[src/rtl/hzd_pkg.sv]
package hzd_pkg;

    localparam int OP_W  = 6;
    localparam int FN_W  = 6;

    // When a source operand is consumed
    typedef enum logic [1:0] {
        USE_NONE = 2'd0,
        USE_EX   = 2'd1,
        USE_ID   = 2'd2,
        USE_MEM  = 2'd3
    } use_t;

    // Control-flow class of the decode instruction
    typedef enum logic [1:0] {
        CF_NONE   = 2'd0,
        CF_BRANCH = 2'd1,
        CF_JUMP   = 2'd2
    } cf_t;

    // Per-cycle verdict of the unit
    typedef enum logic [1:0] {
        V_FLOW          = 2'd0,
        V_STALL_LOAD    = 2'd1,
        V_STALL_RESOLVE = 2'd2,
        V_REDIRECT      = 2'd3
    } verdict_t;

    localparam logic [OP_W-1:0] OP_SPECIAL = 6'h00;
    localparam logic [OP_W-1:0] OP_REGIMM  = 6'h01;
    localparam logic [OP_W-1:0] OP_J       = 6'h02;
    localparam logic [OP_W-1:0] OP_JAL     = 6'h03;
    localparam logic [OP_W-1:0] OP_BEQ     = 6'h04;
    localparam logic [OP_W-1:0] OP_BNE     = 6'h05;
    localparam logic [OP_W-1:0] OP_BLEZ    = 6'h06;
    localparam logic [OP_W-1:0] OP_BGTZ    = 6'h07;
    localparam logic [OP_W-1:0] OP_LUI     = 6'h0F;

    localparam logic [2:0] GRP_IMM   = 3'b001;
    localparam logic [2:0] GRP_LOAD  = 3'b100;
    localparam logic [2:0] GRP_STORE = 3'b101;

    localparam logic [FN_W-1:0] FN_SLL  = 6'h00;
    localparam logic [FN_W-1:0] FN_SRL  = 6'h02;
    localparam logic [FN_W-1:0] FN_SRA  = 6'h03;
    localparam logic [FN_W-1:0] FN_JR   = 6'h08;
    localparam logic [FN_W-1:0] FN_JALR = 6'h09;

endpackage

[src/rtl/hzd_decode.sv]
module hzd_decode
    import hzd_pkg::*;
(
    input  logic [OP_W-1:0] opcode,
    input  logic [FN_W-1:0] funct,
    output use_t            rs_use,
    output use_t            rt_use,
    output cf_t             cf
);

    always_comb begin
        rs_use = USE_NONE;
        rt_use = USE_NONE;
        cf     = CF_NONE;
        unique case (opcode)
            OP_SPECIAL: begin
                unique case (funct)
                    FN_JR, FN_JALR: begin
                        rs_use = USE_ID;
                        cf     = CF_JUMP;
                    end
                    FN_SLL, FN_SRL, FN_SRA: begin
                        rt_use = USE_EX;
                    end
                    default: begin
                        rs_use = USE_EX;
                        rt_use = USE_EX;
                    end
                endcase
            end
            OP_REGIMM, OP_BLEZ, OP_BGTZ: begin
                rs_use = USE_ID;
                cf     = CF_BRANCH;
            end
            OP_BEQ, OP_BNE: begin
                rs_use = USE_ID;
                rt_use = USE_ID;
                cf     = CF_BRANCH;
            end
            OP_J, OP_JAL: begin
                cf = CF_JUMP;
            end
            OP_LUI: begin
                rs_use = USE_NONE;
            end
            default: begin
                unique case (opcode[OP_W-1:OP_W-3])
                    GRP_IMM, GRP_LOAD: rs_use = USE_EX;
                    GRP_STORE: begin
                        rs_use = USE_EX;
                        rt_use = USE_MEM;
                    end
                    default: rs_use = USE_NONE;
                endcase
            end
        endcase
    end

endmodule

[src/rtl/hzd_match.sv]
module hzd_match
    import hzd_pkg::*;
#(
    parameter int REG_W = 5,
    parameter int N_SRC = 2
) (
    input  logic [N_SRC-1:0][REG_W-1:0] src,
    input  use_t                        src_use [N_SRC],
    input  logic [REG_W-1:0]            ex_dst,
    input  logic                        ex_wr,
    input  logic                        ex_load,
    input  logic [REG_W-1:0]            mem_dst,
    input  logic                        mem_wr,
    output logic                        need_resolve,
    output logic                        need_load
);

    logic [N_SRC-1:0] res_v;
    logic [N_SRC-1:0] ld_v;

    for (genvar s = 0; s < N_SRC; s++) begin : g_src
        logic live, hit_ex, hit_mem;
        always_comb begin
            live    = |src[s];
            hit_ex  = live && ex_wr  && (src[s] == ex_dst);
            hit_mem = live && mem_wr && (src[s] == mem_dst);
            // decode-stage consumers see no forwarding
            res_v[s] = (src_use[s] == USE_ID) && (hit_ex || hit_mem);
            // execute consumers only miss a load still in execute
            ld_v[s]  = (src_use[s] == USE_EX) && hit_ex && ex_load;
        end
    end

    assign need_resolve = |res_v;
    assign need_load    = |ld_v;

endmodule

[src/rtl/hzd_verdict.sv]
module hzd_verdict
    import hzd_pkg::*;
#(
    parameter int N_PR = 4
) (
    input  logic            need_resolve,
    input  logic            need_load,
    input  cf_t             cf,
    input  logic            taken,
    output verdict_t        verdict,
    output logic            pc_en,
    output logic [N_PR-1:0] hold,
    output logic [N_PR-1:0] clear
);

    localparam int PR_IFID = 0;
    localparam int PR_IDEX = 1;

    // verdict selection: stalls outrank redirects
    always_comb begin
        if (need_resolve)
            verdict = V_STALL_RESOLVE;
        else if (need_load)
            verdict = V_STALL_LOAD;
        else if (cf == CF_JUMP || (cf == CF_BRANCH && taken))
            verdict = V_REDIRECT;
        else
            verdict = V_FLOW;
    end

    // outputs per verdict
    always_comb begin
        pc_en = 1'b1;
        hold  = '0;
        clear = '0;
        unique case (verdict)
            V_FLOW: begin
                pc_en = 1'b1;
            end
            V_STALL_LOAD, V_STALL_RESOLVE: begin
                pc_en          = 1'b0;
                hold[PR_IFID]  = 1'b1;
                clear[PR_IDEX] = 1'b1;
            end
            V_REDIRECT: begin
                clear[PR_IFID] = 1'b1;
            end
            default: pc_en = 1'b1;
        endcase
    end

endmodule

[src/rtl/hzd_unit.sv]
module hzd_unit
    import hzd_pkg::*;
#(
    parameter int REG_W = 5,
    parameter int N_PR  = 4
) (
    input  logic [OP_W-1:0]  id_opcode,
    input  logic [FN_W-1:0]  id_funct,
    input  logic [REG_W-1:0] id_rs,
    input  logic [REG_W-1:0] id_rt,
    input  logic [REG_W-1:0] ex_dst,
    input  logic             ex_wr,
    input  logic             ex_load,
    input  logic [REG_W-1:0] mem_dst,
    input  logic             mem_wr,
    input  logic             br_taken,
    output logic             pc_en,
    output logic [N_PR-1:0]  pr_hold,
    output logic [N_PR-1:0]  pr_clear
);

    localparam int N_SRC = 2;

    use_t                        rs_use, rt_use;
    cf_t                         cf;
    use_t                        src_use [N_SRC];
    logic [N_SRC-1:0][REG_W-1:0] src;
    logic                        need_resolve, need_load;
    verdict_t                    verdict;

    hzd_decode u_decode (
        .opcode (id_opcode),
        .funct  (id_funct),
        .rs_use (rs_use),
        .rt_use (rt_use),
        .cf     (cf)
    );

    always_comb begin
        src[0]     = id_rs;
        src[1]     = id_rt;
        src_use[0] = rs_use;
        src_use[1] = rt_use;
    end

    hzd_match #(.REG_W(REG_W), .N_SRC(N_SRC)) u_match (
        .src          (src),
        .src_use      (src_use),
        .ex_dst       (ex_dst),
        .ex_wr        (ex_wr),
        .ex_load      (ex_load),
        .mem_dst      (mem_dst),
        .mem_wr       (mem_wr),
        .need_resolve (need_resolve),
        .need_load    (need_load)
    );

    hzd_verdict #(.N_PR(N_PR)) u_verdict (
        .need_resolve (need_resolve),
        .need_load    (need_load),
        .cf           (cf),
        .taken        (br_taken),
        .verdict      (verdict),
        .pc_en        (pc_en),
        .hold         (pr_hold),
        .clear        (pr_clear)
    );

endmodule

[config.mk]
export PLATFORM = sky130hd
export DESIGN_NAME = hzd_unit
export DESIGN_NICKNAME = d
export VERILOG_FILES = /design/src/rtl/hzd_pkg.sv /design/src/rtl/hzd_decode.sv /design/src/rtl/hzd_match.sv /design/src/rtl/hzd_verdict.sv /design/src/rtl/hzd_unit.sv
export SDC_FILE = /design/constraint.sdc
export NUM_CORES = 1
export LEC_CHECK = 0
export BUFFER_PORTS_ARGS = -buffer_cell sky130_fd_sc_hd__buf_4
export CAP_MARGIN = 10
export CORE_MARGIN = 3
export CORE_UTILIZATION = 28
export DETAILED_ROUTE_END_ITERATION = 10
export SETUP_SLACK_MARGIN = 0.4
export SYNTH_ARGS = -nofsm -noshare
export SYNTH_HDL_FRONTEND = slang
export SYNTH_HIERARCHICAL = 1
export SYNTH_SLANG_ARGS = --single-unit
[constraint.sdc]
create_clock -name vclk -period 1.9
set_input_delay 0 -clock vclk [all_inputs]
set_output_delay 0 -clock vclk [all_outputs]
set_load 0.01 [all_outputs]
==> impl_metrics.ini, run 1 <==
[cells_and_area]
diodes = 0
nets = 154
nFlopsAndLatches = 0
multi_input_area_sq_um = 583.1
final-seq-area_sq_um = 0
area_growth_syn_to_layout_pct = 81.46
clock_buffers = 0
layout-drive-gt1-share_pct = 54.31
fillers = 186
utilization_pct = 55.65
final_cell_count_no_fill = 141

[floorplanning]
fp-row-count = 15
coreArea_sq_um = 1783
fp.dieH_microns = 50.19
start_util_pct = 30.67
num_io_pins = 45
dieArea_sq_um = 2519
fp.dieW_microns = 50.19

[worst_hold_path]
hold_end = pr_clear[0]
hp-start = br_taken
worstHoldPathType = in2out
hold_path_depth = 4

[sta]
fin_crit_ns = 1.696
fmax_ghz = 0.5895
fin_tns_setup_ns = 0
hold_violations = 0
rsz0062_at_grt = yes
finalSetupViolCount = 0
report.final.slew_viol_count = 0
period_share_pct = 89.28

[status]
outcome = finished clean

[global_routing]
first_global_vias = 706
grt_usage_pct = 13.38
antenna_found_initial = 0
grt_max_degree = 7
grt_pass1_wl_mm = 2.822
overflow = 0

[critical_path]
crit_chain = buf_8 -> inv_4 -> or4_4 -> a21oi_2 -> and4bb_1 -> o21a_1 -> or2_4 -> a21oi_4 -> buf_6
slowest_delay_ns = 0.51
slowest_stage = or4_4
endpoint_kind = output pin
crit_fanout = 5
required_ns = 1.90
cp.arrival_ns = 1.70
critPathLaunchType = input pin
criticalPathCategory = in2out

[route]
first_pass_iters = 4
viasPerCell = 4.858
vias = 685
first_iter_violations = 7
drc = 0
routed_wl_mm = 1.689
wl_per_cell_microns = 11.98
final_antenna_net_count = 0

[synthesis]
postSynthCellCount = 73
syn_avg_cell_area_sq_um = 7.490
netlist_area_sq_um = 546.8
ys.warnings.count = 6

[placement]
dp_hpwl_mm = 1.415
place_congestion = 0.7020
portBuffers = 40
dp.cells = 136

[power]
max-vdd-ir-drop_mv = 0.1051
leakagePower_uw = 0.0004524
power_density_nw_per_um2 = 176.3

[run]
maxCapViolCount = 0

[cts]
ctsHoldBuffers = 0
-- power breakdown --
part / internal (uW) / switching [uW] / leakage [uW]
combinational: 99.5 / 75.4 / 0.000452
sequential: 0 / 0 / 0
clock: 0 / 0 / 0
-- critical path: cells and delay by family --
family | cells | cell delay, ns
buffers and inverters | 3 | 0.23
AND/OR/NAND/NOR | 3 | 1.01
AO/OA/AOI/OAI | 3 | 0.44
-- per-stage QoR --
stage / hold WS [ns] / worst slack [ns] / cell area [sq um] / total power, uW
detailed placement: 0.3728 / 0.1175 / 869.6 / 154.6
finish: 0.3543 / 0.2038 / 992.2 / 174.9
global placement: 0.3656 / 0.1228 / 869.6 / 153.0
global route: 0.3707 / 0.1472 / 992.2 / 191.3
floorplan: 0.1150 / 0.4340 / 583.1 / 70.86
CTS: 0.3538 / 0.2197 / 974.7 / 172.0
-- final cells by class --
type | instances | area share, %
Inverter | 3 | 1.387
Multi-Input combinational cell | 68 | 58.76
Tap cell | 25 | 3.153
Timing Repair Buffer | 45 | 36.70
-- what timing repair did --
item / CTS / global route
endpoints found under the setup margin: 4 / 4
cloned: 0 / 0
pin swaps: 13 / 5
setup buffers: 4 / 1
endpoints found under the hold margin: 0 / 0
gates resized for setup: 19 / 2
-- layer usage --
layer	global-route usage (%)	vias to the layer above	share of wire, %
met5	0	-	0
met4	1.382	0	0
met3	1.484	0	8.9
met2	25.00	36	50
met1	16.67	304	42
li1	-	345	-
-- layout by cell type, fill, tap and decap left out --
master and instances:
buf_4 39, xor2_1 16, buf_6 5, conb_1 5
xnor2_1 4, nor4_1 4, a21oi_2 3, a31oi_1 3
or3_4 2, a21oi_1 2, nand2_1 2, inv_1 2
or4_4 2, and3_1 2, nand2b_4 2, and4bb_1 2
buf_8 1, inv_4 1, nand2b_1 1, nor3_4 1
nor2b_1 1, a2111o_1 1, a211oi_1 1, a211oi_2 1
or3b_1 1, a311o_1 1, nand3_1 1, nor3_1 1
nor2_4 1, or4_1 1, nor2_1 1, or3b_4 1
o32ai_2 1, o21a_1 1, nand3b_4 1, or2_4 1
a21oi_4 1
-- worst max path at each step --
stage,from,end,depth (start not counted)
2_1_floorplan,id_opcode[2],pr_hold[0],7
3_3_place_gp,id_funct[2],pr_clear[0],9
3_5_place_dp,id_funct[2],pr_clear[0],9
4_1_cts,id_funct[3],pr_clear[0],9
5_1_grt,id_opcode[1],pr_clear[0],9
6_report,id_opcode[2],pr_clear[0],9
Power figures use the tool's default switching activity.
==> inputs of run 2 (changes only) <==
==> constraint.sdc (replaced) <==
create_clock -name vclk -period 1.9
set_input_delay 0.285 -clock vclk [all_inputs]
set_output_delay 0.285 -clock vclk [all_outputs]
set_load 0.01 [all_outputs]
==> run 2 against run 1 <==
  * The flow now finishes with violations (negative setup slack)
  * Fmax decreased by 25%
  * Sequential share of layout area did not move
  * Final cell count up 13%
  * Die area unchanged
  * Power is 17% higher
  * Wire length is 14% higher
  * Critical path depth is 1 lower
  * Count of clock-buffer cells in the layout is the same
  * Sequential cell count unchanged
  * Non-clock buffer count rose by 18
  * Highest routed layer unchanged
  * Core utilization is 7.6 points higher
==> impl_metrics.ini, run 2 (synthesized netlist as in run 1, its figures left out) <==
[status]
outcome = complete, but fails checks
violations = negative setup slack

[cells_and_area]
nFlopsAndLatches = 0
final_cell_count_no_fill = 159
final-seq-area_sq_um = 0
nets = 172
fin_area_sq_um = 1127
layout-drive-gt1-share_pct = 60.45
fillers = 159
area_growth_syn_to_layout_pct = 106.2
final_cell_mix = buf_4 (56), xor2_1 (16), buf_6 (5), conb_1 (5)
clock_buffers = 0
diodes = 0
final_common_cell = buf_4

[critical_path]
criticalPathCategory = in2out
cp.arrival_ns = 1.98
endpoint_kind = output pin
critPathLaunchType = input pin
required_ns = 1.62
crit_fanout = 4

[power]
swShare_pct = 39.79
power_density_nw_per_um2 = 181.0
p_comb_share_pct = 100.0
p_clk_share_pct = 0
leakagePower_uw = 0.0005399
p_total_uw = 204.1
p_int_uw = 122.9
max-vdd-ir-drop_mv = 0.09834
p_switching_uw = 81.19
power_frac_seq_pct = 0

[placement]
portBuffers = 40
dp.cells = 158
dp_hpwl_mm = 1.655
dpl_cell_area_sq_um = 1035
place_congestion = 0.7485

[route]
viasPerCell = 4.742
routed_wl_mm = 1.925
final_antenna_net_count = 0
vias = 754
drc = 0
wl_per_cell_microns = 12.11
first_pass_iters = 3
first_iter_violations = 2

[floorplanning]
fp.dieW_microns = 50.19
num_io_pins = 45
coreArea_sq_um = 1783
fp.dieH_microns = 50.19
start_util_pct = 30.67
dieArea_sq_um = 2519
fp-row-count = 15

[sta]
fin_crit_ns = 2.260
fin_tns_setup_ns = -1.171
period_share_pct = 118.9
hold_violations = 0
fmax_ghz = 0.4425
layout_setup_ws_ns = -0.3600
whs_ns = 0.9260
rsz0062_at_grt = yes
report.final.slew_viol_count = 0
finalSetupViolCount = 4

[global_routing]
grt_usage_pct = 15.61
antenna_found_initial = 0
grt_pass1_wl_mm = 3.194
overflow = 0
first_global_vias = 809
grt_max_degree = 6

[run]
maxCapViolCount = 0

[worst_hold_path]
worstHoldPathType = in2out
run 2: critical path: stages:
cell and delay (ns):
buf_8 0.10, or4_4 0.53, a21oi_2 0.16, and4bb_1 0.22, o21a_1 0.16, or2_4 0.27, a21oi_4 0.13, buf_6 0.12
run 2: metal layers:
layer / global-route usage, % / wire (microns)
met1: 15.23 / 688
met2: 34.78 / 1071
met3: 1.187 / 166
met4: 1.382 / 0
met5: 0 / 0
run 2: final timing paths:
path / startpoint / end / depth (start not counted)
min: br_taken / pr_clear[0] / 4
max: id_opcode[3] / pr_clear[0] / 8
run 2: per-stage QoR:
step                      setup slack [ns]  util [%]
after floorplan                    -0.1112         -
after global placement             -0.3672     58.04
after detailed placement           -0.4018     58.04
after CTS                          -0.3584     61.96
after global routing               -0.4009     63.23
final                              -0.3600     63.23
run 2: power groups by stage:
stage | registers, uW | clock network [uW] | logic, uW
2_1_floorplan | 0 | 0 | 71.1
3_3_place_gp | 0 | 0 | 182
3_5_place_dp | 0 | 0 | 186
4_1_cts | 0 | 0 | 200
5_1_grt | 0 | 0 | 222
6_report | 0 | 0 | 204
run 2: cell type report:
type | count | area [sq um] | share of cell area, %
Inverter | 3 | 11.26 | 0.9989
Multi-Input combinational cell | 68 | 578.1 | 51.28
Tap cell | 25 | 31.28 | 2.775
Timing Repair Buffer | 63 | 506.7 | 44.95
run 2: what timing repair did:
action	CTS	global route
gates resized for setup	16	5
setup buffers	0	1
setup endpoints to repair	4	4
pin swaps	11	4
hold buffers	0	0
